$ cat src/rtl/ext_irq_sense.sv
`timescale 1ns/1ps
module ext_irq_sense #(
  parameter int A_PINS = 8,
  parameter int B_PINS = 7,
  parameter int AW     = 2
) (
  input  logic              clk,
  input  logic              rst_n,
  input  logic              reg_we,
  input  logic [AW-1:0]     reg_addr,
  input  logic [7:0]        reg_wdata,
  output logic [7:0]        reg_rdata,
  input  logic              gie,
  input  logic              ext_pin,
  input  logic [A_PINS-1:0] pc_a,
  input  logic [B_PINS-1:0] pc_b,
  input  logic              ack_ext,
  input  logic [1:0]        ack_pc,
  output logic              irq_ext,
  output logic [1:0]        irq_pc
);
  localparam int NP = 1 + A_PINS + B_PINS;

  logic [NP-1:0]     s1, s2, hist;
  logic [1:0]        sense;
  logic              ext_en;
  logic [1:0]        grp_en;
  logic [A_PINS-1:0] mask_a;
  logic [B_PINS-1:0] mask_b;
  logic              ext_flag;
  logic [1:0]        pc_flag;

  wire [NP-1:0] chg = s2 ^ hist;

  always_ff @(posedge clk or negedge rst_n)
    if (!rst_n) begin
      s1 <= '0; s2 <= '0; hist <= '0;
    end else begin
      s1   <= {pc_b, pc_a, ext_pin};
      s2   <= s1;
      hist <= s2;
    end

  always_ff @(posedge clk or negedge rst_n)
    if (!rst_n) begin
      sense <= '0; ext_en <= 1'b0; grp_en <= '0; mask_a <= '0; mask_b <= '0;
    end else if (reg_we) begin
      case (reg_addr)
        AW'(0): {grp_en, ext_en, sense} <= reg_wdata[4:0];
        AW'(1): mask_a <= reg_wdata[A_PINS-1:0];
        AW'(2): mask_b <= reg_wdata[B_PINS-1:0];
        default: ;
      endcase
    end

  always_comb begin
    reg_rdata = '0;
    case (reg_addr)
      AW'(0): reg_rdata[4:0] = {grp_en, ext_en, sense};
      AW'(1): reg_rdata[A_PINS-1:0] = mask_a;
      AW'(2): reg_rdata[B_PINS-1:0] = mask_b;
      default: ;
    endcase
  end

  wire ext_ev = chg[0] & ((sense == 2'b01) |
                          (sense == 2'b10 & ~s2[0]) |
                          (sense == 2'b11 &  s2[0]));

  wire [1:0] grp_ev = { |(chg[NP-1:A_PINS+1] & mask_b),
                        |(chg[A_PINS:1]      & mask_a) };

  always_ff @(posedge clk or negedge rst_n)
    if (!rst_n) begin
      ext_flag <= 1'b0;
      pc_flag  <= '0;
    end else begin
      ext_flag <= ext_ev | (ext_flag & ~ack_ext);
      pc_flag  <= grp_ev | (pc_flag & ~ack_pc);
    end

  wire ext_req = (sense == 2'b00) ? ~s2[0] : ext_flag;

  assign irq_ext = gie & ext_en & ext_req;
  assign irq_pc  = {2{gie}} & grp_en & pc_flag;
endmodule

$ cat config.mk
export PLATFORM = sky130hd
export DESIGN_NAME = ext_irq_sense
export DESIGN_NICKNAME = d
export VERILOG_FILES = /design/src/rtl/ext_irq_sense.sv
export SDC_FILE = /design/constraint.sdc
export NUM_CORES = 1
export LEC_CHECK = 0
export BUFFER_PORTS_ARGS = -buffer_cell sky130_fd_sc_hd__clkbuf_2
export CAP_MARGIN = 0
export CORE_MARGIN = 1.5
export CORE_UTILIZATION = 47
export CTS_BUF_LIST = sky130_fd_sc_hd__clkbuf_16
export CTS_CLUSTER_DIAMETER = 120
export DETAILED_ROUTE_END_ITERATION = 16
export GPL_TIMING_DRIVEN = 0
export PLACE_DENSITY = 0.76
export SLEW_MARGIN = 20
export SYNTH_ARGS = -nofsm -noshare
export SYNTH_HDL_FRONTEND = slang
export SYNTH_SLANG_ARGS = --single-unit
$ cat constraint.sdc
create_clock -name clk -period 2.5 [get_ports clk]
set_clock_uncertainty 0.1 [all_clocks]
set_input_delay 0.25 -clock clk [delete_from_list [all_inputs] [get_ports clk]]
set_output_delay 0.25 -clock clk [all_outputs]
set_load 0.01 [all_outputs]
### Word-level counts from Yosys, hierarchy flattened

Index checks and enable logic that the tools add are counted.

| word-level totals | value |
|---|---|
| register bits | 71 |
| input bits | 33 |
| output and inout port bits | 11 |
| logic and storage cells | 45 |

| operators by class | value |
|---|---|
| eq/ne operators | 5 |
| mux-type cells | 4 |
| bitwise gates (word level) | 19 |
| reductions and logical operators | 7 |

Operators by type and width:

| operator | number |
|---|---|
| $xor 16x16->16 | 1 |
| $pmux 5 s3 | 1 |
| $and 8x8->8 | 1 |
| $reduce_or 8->1 | 1 |
| $and 7x7->7 | 1 |
| $reduce_or 7->1 | 1 |
| $and 1x1->1 | 6 |
| $and 2x2->2 | 3 |
| $eq 2x2->1 const B | 3 |
| $reduce_and 2->1 | 3 |
| $eq 2x1->1 const B | 2 |
| $logic_not 2->1 | 2 |
| $pmux 2 s2 | 1 |
| $or 1x1->1 | 3 |
| $mux 1 | 2 |
| $not 1->1 | 2 |
| $not 2->2 | 1 |
| $or 2x2->2 | 1 |

### Longest topological paths before layout

Gate-level depths: netlist of run 1.

| depth | value |
|---|---|
| word-level depth | 6 |
| mapped depth | 5 |
| mapped depth without buffers | 4 |

### Worst setup path after synthesis of run 1

OpenSTA, ideal clock, no wires.

| path | value |
|---|---|
| path kind | input to output |
| from | in reg_addr[0] |
| to | out reg_rdata[3] |
| arrival time | 1.014 ns |
| required time | 2.150 ns |
| setup slack | 1.136 ns |
| stages on the path | 5 |
| buffers on the path | 1 |
| path through | inv_1 ha_1 buf_2 a222oi_1 nor2_1 |

| on the way | value |
|---|---|
| longest elaborated chain between the ends | 2 |
| elaborated cells between the ends (all ways) | 4 |
| those cells by class | eq/ne (2); mux (1); reduce/logical (1) |

Ends and longest elaborated chain:

| what | RTL line | RTL |
|---|---|---|
| from (decl) | 10 | `input logic [AW-1:0] reg_addr,` |
| $eq 2x2->1, or another cell as far along | 58 | `case (reg_addr)` |
| $pmux 5 s3 * | 58 |  |
| to (decl) | 12 | `output logic [7:0] reg_rdata,` |

Mark *: on every way between the ends. The rest lies on a longest branch, timed or not.

### Worst setup path in the final report of run 1

| path | value |
|---|---|
| from | in reg_addr[0] |
| to | out reg_rdata[2] |

The elaborated chain is that of the path after synthesis.

==> results of run 1 <==
-- metrics by stage --
| step | setup slack (ns) | cell area, µm² | std cells | hold slack (ns) | utilization [%] |
|---|---|---|---|---|---|
| 2_1_floorplan | 1.136 | 2485 | 156 | -0.1456 | - |
| 3_3_place_gp | 0.6379 | 2788 | 269 | 0.2321 | 54.58 |
| 3_5_place_dp | 0.7883 | 2818 | 270 | 0.06098 | 55.17 |
| 4_1_cts | 0.7508 | 3268 | 303 | 0.06300 | 63.99 |
| 5_1_grt | 0.6334 | 3268 | 303 | 0.06218 | 63.99 |
| 6_report | 0.7524 | 3268 | 303 | 0.06713 | 63.99 |
-- report_power, final --
part	switching (mW)	internal, mW	leakage (nW)	total, mW
registers	0.0846	1.26	0.827	1.34
clock network	0.417	0.752	0.143	1.17
logic	0.121	0.158	0.570	0.279
-- cells by family after synthesis --
group / after synthesis / synth area share, %
flip-flops: 71 / 71.50
adder cells (fa/ha/maj): 4 / 2.014
XOR/XNOR: 15 / 5.287
AO/OA/AOI/OAI: 19 / 6.193
buffers and inverters: 5 / 0.9566
multiplexers: 20 / 9.064
AND/OR/NAND/NOR: 22 / 4.985
-- cell usage after synthesis --
cell type and number:
dfrtp_1 71, mux2_2 20, xor2_1 15, a222oi_1 6
a22oi_1 5, nor2_1 5, nor2b_1 5, ha_1 4
a21oi_1 3, and3_1 3, inv_1 3, nand2_1 2
nand2_2 2, o21ai_0 2, a221oi_2 1, a22o_1 1
and2_1 1, buf_2 1, buf_4 1, nand3_1 1
nand4_1 1, nor3b_1 1, nor4bb_1 1, o31ai_1 1
-- layer usage --
| layer | share of wire (%) | wire (µm) | up-vias | global-route usage, % |
|---|---|---|---|---|
| li1 | - | - | 698 | - |
| met1 | 43 | 1839 | 726 | 22.88 |
| met2 | 50 | 2124 | 49 | 28.56 |
| met3 | 5.1 | 216 | 7 | 4.762 |
| met4 | 2.0 | 87 | 0 | 8.929 |
| met5 | 0 | 0 | - | 0 |
-- cell type report --
type	count	area, µm²	share of cell area [%]
Timing Repair Buffer	61	415.4	12.71
Buffer	2	12.51	0.3828
Clock inverter	7	55.05	1.685
Clock buffer	9	225.2	6.891
Tap cell	70	87.58	2.680
Sequential cell	71	1777	54.36
Inverter	3	11.26	0.3446
Multi-Input combinational cell	80	684.4	20.94
-- layout by cell type (no fill, tap or decap), drive strengths merged, types with 4 or more instances in the layout --
master / netlist / layout
clkinv: 0 / 5
nor2b: 5 / 5
clkbuf: 0 / 52
ha: 4 / 4
mux2: 20 / 20
nand2: 4 / 4
inv: 3 / 4
nor2: 5 / 5
a222oi: 6 / 6
xor2: 15 / 15
a22oi: 5 / 5
dlygate4sd3: 0 / 17
dfrtp: 71 / 71
-- sequential cells by signal, summed over array words and instances, names as in the netlist --
register / cells
pc_flag: 2
sense: 2
mask_b: 7
ext_en: 1
grp_en: 2
ext_flag: 1
hist: 16
mask_a: 8
s2: 16
s1: 16
-- timing repair --
item                      4_1_cts  5_1_grt
hold buffers                   17        0
hold endpoints to repair       31        0
setup buffers                   0        0
gates resized for setup         0        0
-- path summary, 6_finish.rpt --
path	start	to	slack, ns	cells past startpoint
worst max-delay path	reg_addr[0]	reg_rdata[2]	0.75	7
worst min-delay path	reg_wdata[7]	mask_a[7]	0.07	2
worst max register to register	s2[3]	pc_flag[0]	1.19	4
worst min register to register	s1[11]	s2[11]	0.24	0
max in group asynchronous	rst_n	s2[2]	1.52	3
min in group asynchronous	rst_n	mask_a[1]	0.26	2
==> out/metrics.yaml, run 1 <==
status: "completed"
grt_pass1_vias: 1543
antenna_found_initial: 0
clock_sinks: 71
arrival_ns: 1.40
first_pass_iters: 4
finalSetupViolations: 0
critPathSlowestCell: "a222oi_1"
dp.final_hpwl_um: 2834
via_per_inst: 4.884
drc: 0
power_leakage_nw: 1.540
coreArea_um2: 5107
timing.fmax_mhz: 572.2
syn_nets: 193
rsz0062_at_grt: "false"
dieArea_um2: 5732
yosysUniqueCellTypes: 24
globalRouteOverflowTotal: 0
avgSynthCellArea_um2: 15.93
worstSkewPairLatency_ns: 0.32
detail-route-antenna-nets: 0
routed_wl_um: 4268
crit_type: "in2out"
synthToLayoutAreaGrowth_pct: 31.52
clock_path_buffers: 2
fin_crit_ns: 1.748
crit_buf_inv: 4
slew_headroom_pct: 73.88
cts_made_buffers: 9
path_cells: "clkbuf_2 -> inv_1 -> ha_1 -> buf_2 -> a222oi_1 -> nor2_1 -> clkbuf_2"
drv_slew: 0
power_density_nw_per_um2: 854.6
synthDominantCellAreaShare_pct: 71.50
grt_use_total_pct: 17.91
p_total_mw: 2.793
fillerInstances: 395
end_kind: "output pin"
fp.dieW_um: 75.71
ir_drop_uv: 716.4
crit_top_cell: "clkbuf_2"
tns_ns: 0
maxCapViolCount: 0
grt_first_pass_wirelength_um: 7148
worstPathMaxFanout: 8
rows: 26
gp_congestion: 0.7664
cp.required_ns: 2.15
tightest_slew_ns: 0.3918
synth.area.top_cells: "dfrtp_1 (72%), mux2_2 (9.1%), xor2_1 (5.3%), a222oi_1 (2.4%), ha_1 (2.0%)"
hold_class: "in2reg"
initial_core_util_pct: 48.65
path_clk_slew_ns: 0.05
synth_cells: 156
start_kind: "input port"
drt_iter0_drc: 74
crit_family: "buffers and inverters"
portBuffers: 43
ctsHtreeMaxLevel: 3
root_buffer: "clkbuf_16"
synth.yosys.warnings: 0
syn_area_um2: 2485
grt_max_degree: 57
vias: 1480
pin_count: 44
critical-path-max-stage-delay_ns: 0.41
finalHoldViolCount: 0
diodes: 0
seq_area_frac_synth_pct: 71.50
period_share_pct: 69.90
wire_per_inst_um: 14.09
yosys.area.top_type: "dfrtp_1"
synth_seq_cells: 71
fp.dieH_um: 75.71
cts_tree: "done"
nNetsFinal: 265
drive_above_1_share_pct: 34.76
No activity file was read; power rests on OpenSTA's default activity.
==> run 2, diff against run 1 <==
--- a/config.mk
+++ b/config.mk
@@ -5,6 +5,7 @@
 export SDC_FILE = /design/constraint.sdc
 export NUM_CORES = 1
 export LEC_CHECK = 0
+export ABC_AREA = 1
 export BUFFER_PORTS_ARGS = -buffer_cell sky130_fd_sc_hd__clkbuf_2
 export CAP_MARGIN = 0
 export CORE_MARGIN = 1.5
@@ -13,7 +14,7 @@
 export CTS_CLUSTER_DIAMETER = 120
 export DETAILED_ROUTE_END_ITERATION = 16
 export GPL_TIMING_DRIVEN = 0
-export PLACE_DENSITY = 0.76
+export PLACE_DENSITY = 0.78
 export SLEW_MARGIN = 20
 export SYNTH_ARGS = -nofsm -noshare
 export SYNTH_HDL_FRONTEND = slang
==> constraint.sdc (replaced) <==
create_clock -name clk -period 1.45 [get_ports clk]
set_clock_uncertainty 0.1 [all_clocks]
set_input_delay 0.145 -clock clk [delete_from_list [all_inputs] [get_ports clk]]
set_output_delay 0.145 -clock clk [all_outputs]
set_load 0.01 [all_outputs]
==> run 2 against run 1 <==
Against the previous run:
- the run now ends with negative setup slack left
- non-clock buffer count up 10
- flip-flop and latch count is the same
- critical path depth decreased by 1
- cell area up 8.5%
- routed wire length up 14%
- first-iteration DRC count down 1.4%
- critical path type is now reg2out
==> out/metrics.yaml, run 2 <==
syn_area_um2: 2703  # +8.8%
final_core_util_pct: 64.02  # about the same
synthTopCellsByCount: "nand2_1 (79), dfrtp_1 (71), inv_1 (30)"
power_leakage_nw: 1.858  # +21%
r2r-start: "sense[0]"
pin_count: 44  # unchanged
seq_power_share_pct: 48.4  # +0.2 points
seq_area_frac_synth_pct: 65.74  # -5.8 points
fin_crit_ns: 1.479
rsz0062_at_grt: "true"
rows: 27  # +3.8%
ir_drop_uv: 981.3  # +37%
yosys.area.top_type: "dfrtp_1"
place_area_um2: 3038  # +7.8%
regToRegSetupSlack_ns: 0.09  # -1.10 ns
coreArea_um2: 5540  # +8.5%
hold_depth: 3  # +1
grt_first_pass_wirelength_um: 8355  # +17%
clock_sinks: 71  # unchanged
end_kind: "output pin"
path_clk_slew_ns: 0.05  # about the same
async_reset_ff_share_pct: 100.0  # unchanged
finalHoldViolCount: 0  # unchanged
reg_top3: "hist (16), s1 (16), s2 (16)"
critical-path-max-stage-delay_ns: 0.39  # -0.02 ns
antenna_found_initial: 0  # unchanged
first_pass_iters: 4  # unchanged
cts_made_buffers: 9  # unchanged
holdWs_ns: 0.01337  # -0.05375 ns
synthFlopType: "dfrtp_1"
clock_path_buffers: 2  # unchanged
hold_class: "in2reg"
timing.fmax_mhz: 676.1
p_comb_share_pct: 12.3  # +2.3 points
drv_slew: 0  # unchanged
synth.yosys.warnings: 0  # unchanged
synth_cells: 259  # +66%
worst_slack_ns: -0.02902  # -0.7814 ns
min_from: "reg_wdata[5]"
syn_nets: 296  # +53%
tightest_slew_ns: 0.3565  # -0.03531 ns
nNetsFinal: 376  # +42%
internal_power_mw: 3.556  # +64%
place_ws_ns: 0.1256  # -0.6627 ns
p_total_mw: 4.698  # +68%
gp_congestion: 0.8492  # +11%
dp.cells: 375  # +39%
timing.rr.end: "ext_flag"
arrival_ns: 1.23  # -0.17 ns
r2r_cells: 7  # +3
synth_edf_count: 0  # unchanged
ctsHtreeMaxLevel: 3  # unchanged
globalRouteOverflowTotal: 0  # unchanged
via_per_inst: 4.631  # -5.2%
dp.final_hpwl_um: 3393  # +20%
fp.dieH_um: 78.83  # +4.1%
cp.required_ns: 1.21  # -0.94 ns
slew_headroom_pct: 76.23  # +2.4 points
start_kind: "register"
path_cells: "buf_4 -> nand2_1 -> nand3_2 -> nand2_2 -> inv_1 -> clkbuf_2"
wire_per_inst_um: 11.70  # -17%
synth_seq_cells: 71  # unchanged
crit_type: "reg2out"
grt_max_degree: 49  # -14%
synth_most_common_cell: "nand2_1"
cts_tree: "done"
tns_ns: -0.05425  # -0.05425 ns
grt_pass1_vias: 1882  # +22%
synthDominantCellAreaShare_pct: 65.74  # -5.8 points
clock_power_share_pct: 39.3  # -2.6 points
worstPathMaxFanout: 2  # -6
mostFrequentLayoutCells: "nand2_1 (77), dfrtp_1 (71), clkbuf_2 (41), inv_1 (30), dlygate4sd3_1 (20)"
diodes: 0  # unchanged
fp.dieW_um: 78.83  # +4.1%
swShare_pct: 24.31  # +2.0 points
maxCapViolCount: 0  # unchanged
worstSkewPairLatency_ns: 0.33  # about the same
yosysUniqueCellTypes: 21  # -13%
synthToLayoutAreaGrowth_pct: 31.25
vias: 1922  # +30%
root_buffer: "clkbuf_16"
initial_core_util_pct: 48.78  # +0.13 points
period_share_pct: 102.0
final_common_cell: "nand2_1"
status: "finished with violations"
grt_use_total_pct: 18.29  # +0.37 points
synth.area.top_cells: "dfrtp_1 (66%), nand2_1 (11%), o21ai_2 (4.5%), inv_1 (4.2%), nand3_1 (3.5%)"
drc: 0  # unchanged
detail-route-antenna-nets: 0  # unchanged
switchingPower_mw: 1.142  # +83%
drive_above_1_share_pct: 26.82  # -7.9 points
stdcell_area_um2: 3547  # +8.5%
critPathSlowestCell: "dfrtp_1"
avgSynthCellArea_um2: 10.43  # -34%
routed_wl_um: 4856  # +14%
drt_iter0_drc: 73  # -1.4%
holdPathEnd: "mask_b[5]"
portBuffers: 43  # unchanged
fin_cells: 415  # +37%
power_density_nw_per_um2: 1324  # +55%
finalSetupViolations: 3  # +3
violations: "negative setup slack"
dieArea_um2: 6214  # +8.4%
==> run 2: area by class of cell <==
class | count | area [µm²]
Sequential cell | 71 | 1777
Clock inverter | 6 | 28.78
Timing Repair Buffer | 69 | 483.0
Multi-Input combinational cell | 154 | 795.8
Tap cell | 72 | 90.09
Buffer | 4 | 35.03
Fill cell | 458 | 1993
Clock buffer | 9 | 225.2
Inverter | 30 | 112.6
==> run 2: critical path, delay by kind of cell (launching register included) <==
family | cells | cell delay [ns]
buf+inv | 3 | 0.30
flops | 1 | 0.39
simple gates | 3 | 0.22
==> run 2: how the worst max path moves through the flow <==
stage                            from            to  slack (ns)  cells after the start
after detailed placement  reg_addr[0]  reg_rdata[4]        0.13                      8
after global routing         sense[1]  reg_rdata[1]        -0.1                      6
after global placement          rst_n        s1[13]       -0.37                      1
final                        sense[0]  reg_rdata[0]       -0.03                      6
after floorplan              sense[0]       irq_ext        0.32                      3
after CTS                    sense[1]       irq_ext       -0.04                      4
==> run 2: cells by family (layout without fill, tap and decap cells) <==
kind of cell | Yosys count | after routing | synth area share (%)
simple gates | 123 | 123 | 19.54
fa+ha+maj | 4 | 4 | 1.852
compound gates | 26 | 26 | 6.852
mux | 1 | 1 | 0.5554
buf+inv | 34 | 118 | 5.463
flops | 71 | 71 | 65.74
==> run 2: layer usage <==
metal | GRT usage, % | wire length [µm] | up-vias
met5 | 0 | 0 | -
met4 | 7.368 | 93 | 0
met3 | 7.011 | 298 | 12
met2 | 29.22 | 2322 | 54
met1 | 22.46 | 2141 | 897
li1 | - | - | 959
==> run 2: what timing repair did <==
action	CTS	global route
cloned	0	0
endpoints found under the setup margin	1	4
pin swaps	1	1
hold endpoints to repair	45	0
hold buffers	20	0
resized for setup	1	5
buffers inserted	4	1
==> run 2: power groups by stage <==
stage	Clock (mW)	Sequential [mW]	Combinational [mW]
after floorplan	0	2.27	0.313
after global placement	0	2.30	0.465
after detailed placement	0	2.31	0.492
after global routing	1.99	2.29	0.659
final	1.85	2.27	0.579
after CTS	1.91	2.27	0.570
==> run 3, diff against run 2 <==
--- a/config.mk
+++ b/config.mk
@@ -15,6 +15,7 @@
 export DETAILED_ROUTE_END_ITERATION = 16
 export GPL_TIMING_DRIVEN = 0
 export PLACE_DENSITY = 0.78
+export RECOVER_POWER = 100
 export SLEW_MARGIN = 20
 export SYNTH_ARGS = -nofsm -noshare
 export SYNTH_HDL_FRONTEND = slang
==> run 3 against run 2 <==
Against the previous run:
- the flow finishes with violations (negative hold slack, negative setup slack)
- clock power is essentially flat
- sequential share of layout area up 0.94 points
- global-route usage did not move
- cell area fell by 1.8%
- worst setup slack better by 0.0034 ns
- die area stayed put
- worst hold slack worse by 0.022 ns
- critical path depth unchanged
- critical endpoint unchanged
==> out/metrics.yaml, run 3 (synthesized netlist as in run 2, its figures left out) <==
arrival_ns: 1.23  # about the same
path_clk_slew_ns: 0.05  # about the same
grt_use_total_pct: 18.29  # unchanged
holdWs_ns: -0.009106  # -0.02248 ns
use_met1_pct: 22.46  # unchanged
rsz0062_at_grt: "true"
coreArea_um2: 5540  # unchanged
root_buffer: "clkbuf_16"
dieArea_um2: 6214  # unchanged
final_common_cell: "nand2_1"
detail-route-antenna-nets: 0  # unchanged
drc: 0  # unchanged
ctsHtreeMaxLevel: 3  # unchanged
worstPathMaxFanout: 2  # unchanged
tns_ns: -0.05043  # +0.003820 ns
worst_slack_ns: -0.02558  # +0.003434 ns
drv_slew: 0  # unchanged
top_usage_layer: "met2"
crit_type: "reg2out"
reg_top3: "hist (16), s1 (16), s2 (16)"
period_share_pct: 101.8  # -0.24 points
finalHoldViolCount: 1  # +1
via_per_inst: 4.651  # +0.42%
drt_iter0_drc: 72  # -1.4%
power_leakage_nw: 1.810  # -2.6%
worstSkewPairLatency_ns: 0.33  # about the same
tightest_slew_ns: 0.6166  # +0.2602 ns
diodes: 0  # unchanged
grt_first_pass_wirelength_um: 8355  # unchanged
vias: 1930  # +0.42%
wire_per_inst_um: 11.70  # about the same
mostFrequentLayoutCells: "nand2_1 (79), dfrtp_1 (71), clkbuf_2 (37), inv_1 (30), dlygate4sd3_1 (20)"
ir_drop_uv: 978.4  # -0.30%
synthToLayoutAreaGrowth_pct: 28.84
rows: 27  # unchanged
maxCapViolCount: 0  # unchanged
violations: "negative hold slack, negative setup slack"
nNetsFinal: 376  # unchanged
cts_made_buffers: 9  # unchanged
globalRouteOverflowTotal: 0  # unchanged
timing.fmax_mhz: 677.7  # +0.23%
fp.dieW_um: 78.83  # unchanged
clock_sinks: 71  # unchanged
cts_tree: "done"
use_met3_pct: 7.011  # unchanged
start_kind: "register"
p_total_mw: 4.667  # -0.66%
finalSetupViolations: 3  # unchanged
dp.final_hpwl_um: 3393  # unchanged
clock_path_buffers: 2  # unchanged
drive_above_1_share_pct: 23.03  # -3.8 points
status: "finished with violations"
routed_wl_um: 4854  # about the same
grt_pass1_vias: 1882  # unchanged
cp.required_ns: 1.21  # about the same
gp_congestion: 0.8492  # unchanged
fp.dieH_um: 78.83  # unchanged
portBuffers: 43  # unchanged
grt.met2_usage_pct: 29.22  # unchanged
antenna_found_initial: 0  # unchanged
first_pass_iters: 4  # unchanged
pin_count: 44  # unchanged
end_kind: "output pin"
power_density_nw_per_um2: 1340  # +1.2%
grt_max_degree: 49  # unchanged
slew_headroom_pct: 58.89  # -17 points
hold_class: "in2reg"
initial_core_util_pct: 48.78  # unchanged
fin_crit_ns: 1.476  # -0.003434 ns
run 3: worst paths after layout:
check                                to    startpoint  depth (start not counted)  slack (ns)
setup / recovery           reg_rdata[0]      sense[0]                          6       -0.03
min in group asynchronous       hist[3]         rst_n                          2        0.26
hold / removal                mask_a[5]  reg_wdata[5]                          3      -0.009
hold reg to reg                   s2[5]         s1[5]                          0        0.25
max in group asynchronous        s2[15]         rst_n                          3        0.18
setup reg to reg               ext_flag      sense[0]                          7        0.10
run 3: layout make-up:
class / count / area, µm²
fillers: 475 / 2058
plain buffers: 4 / 21.27
flip-flops and latches: 71 / 1777
multi-input cells: 154 / 770.7
clock buffers: 9 / 225.2
repair buffers: 69 / 456.7
clock inverters: 6 / 28.78
well taps: 72 / 90.09
inverters: 30 / 112.6
run 3: worst max-delay path, stage by stage, from the launching register on:
cell and delay (ns):
dfrtp_1 0.39, buf_4 0.15, nand2_1 0.07, nand3_2 0.08, nand2_2 0.06, inv_1 0.04
clkbuf_2 0.11
run 3: where the power goes:
| part | internal, mW | total, mW | switching, mW |
|---|---|---|---|
| clock | 1.12 | 1.84 | 0.725 |
| sequential | 2.16 | 2.27 | 0.114 |
| combinational | 0.261 | 0.550 | 0.290 |
run 3: repair_timing:
action                     4_1_cts  5_1_grt
hold endpoints to repair        45        0
setup endpoints to repair        1        4
hold buffers                    20        0
pin swaps                        1        1
gates resized for setup          1        5
buffers inserted                 4        1
run 3: stage by stage:
stage / instance area (µm²) / hold WS [ns] / std cells / util, % / setup slack (ns)
after CTS: 3525 / 0.003777 / 414 / 63.62 / -0.03609
final: 3482 / -0.009106 / 415 / 62.85 / -0.02558
after floorplan: 2703 / -0.2506 / 259 / - / 0.3150
after detailed placement: 3038 / 0.005631 / 375 / 54.83 / 0.1256
after global placement: 3008 / 0.1530 / 374 / 54.29 / -0.3654
after global routing: 3482 / -0.001938 / 415 / 62.85 / -0.09578
run 3: routing by layer:
metal | routed length [µm] | part of all wire (%)
met2 | 2325 | 48
met5 | 0 | 0
met4 | 93 | 1.9
met3 | 320 | 6.6
met1 | 2114 | 44
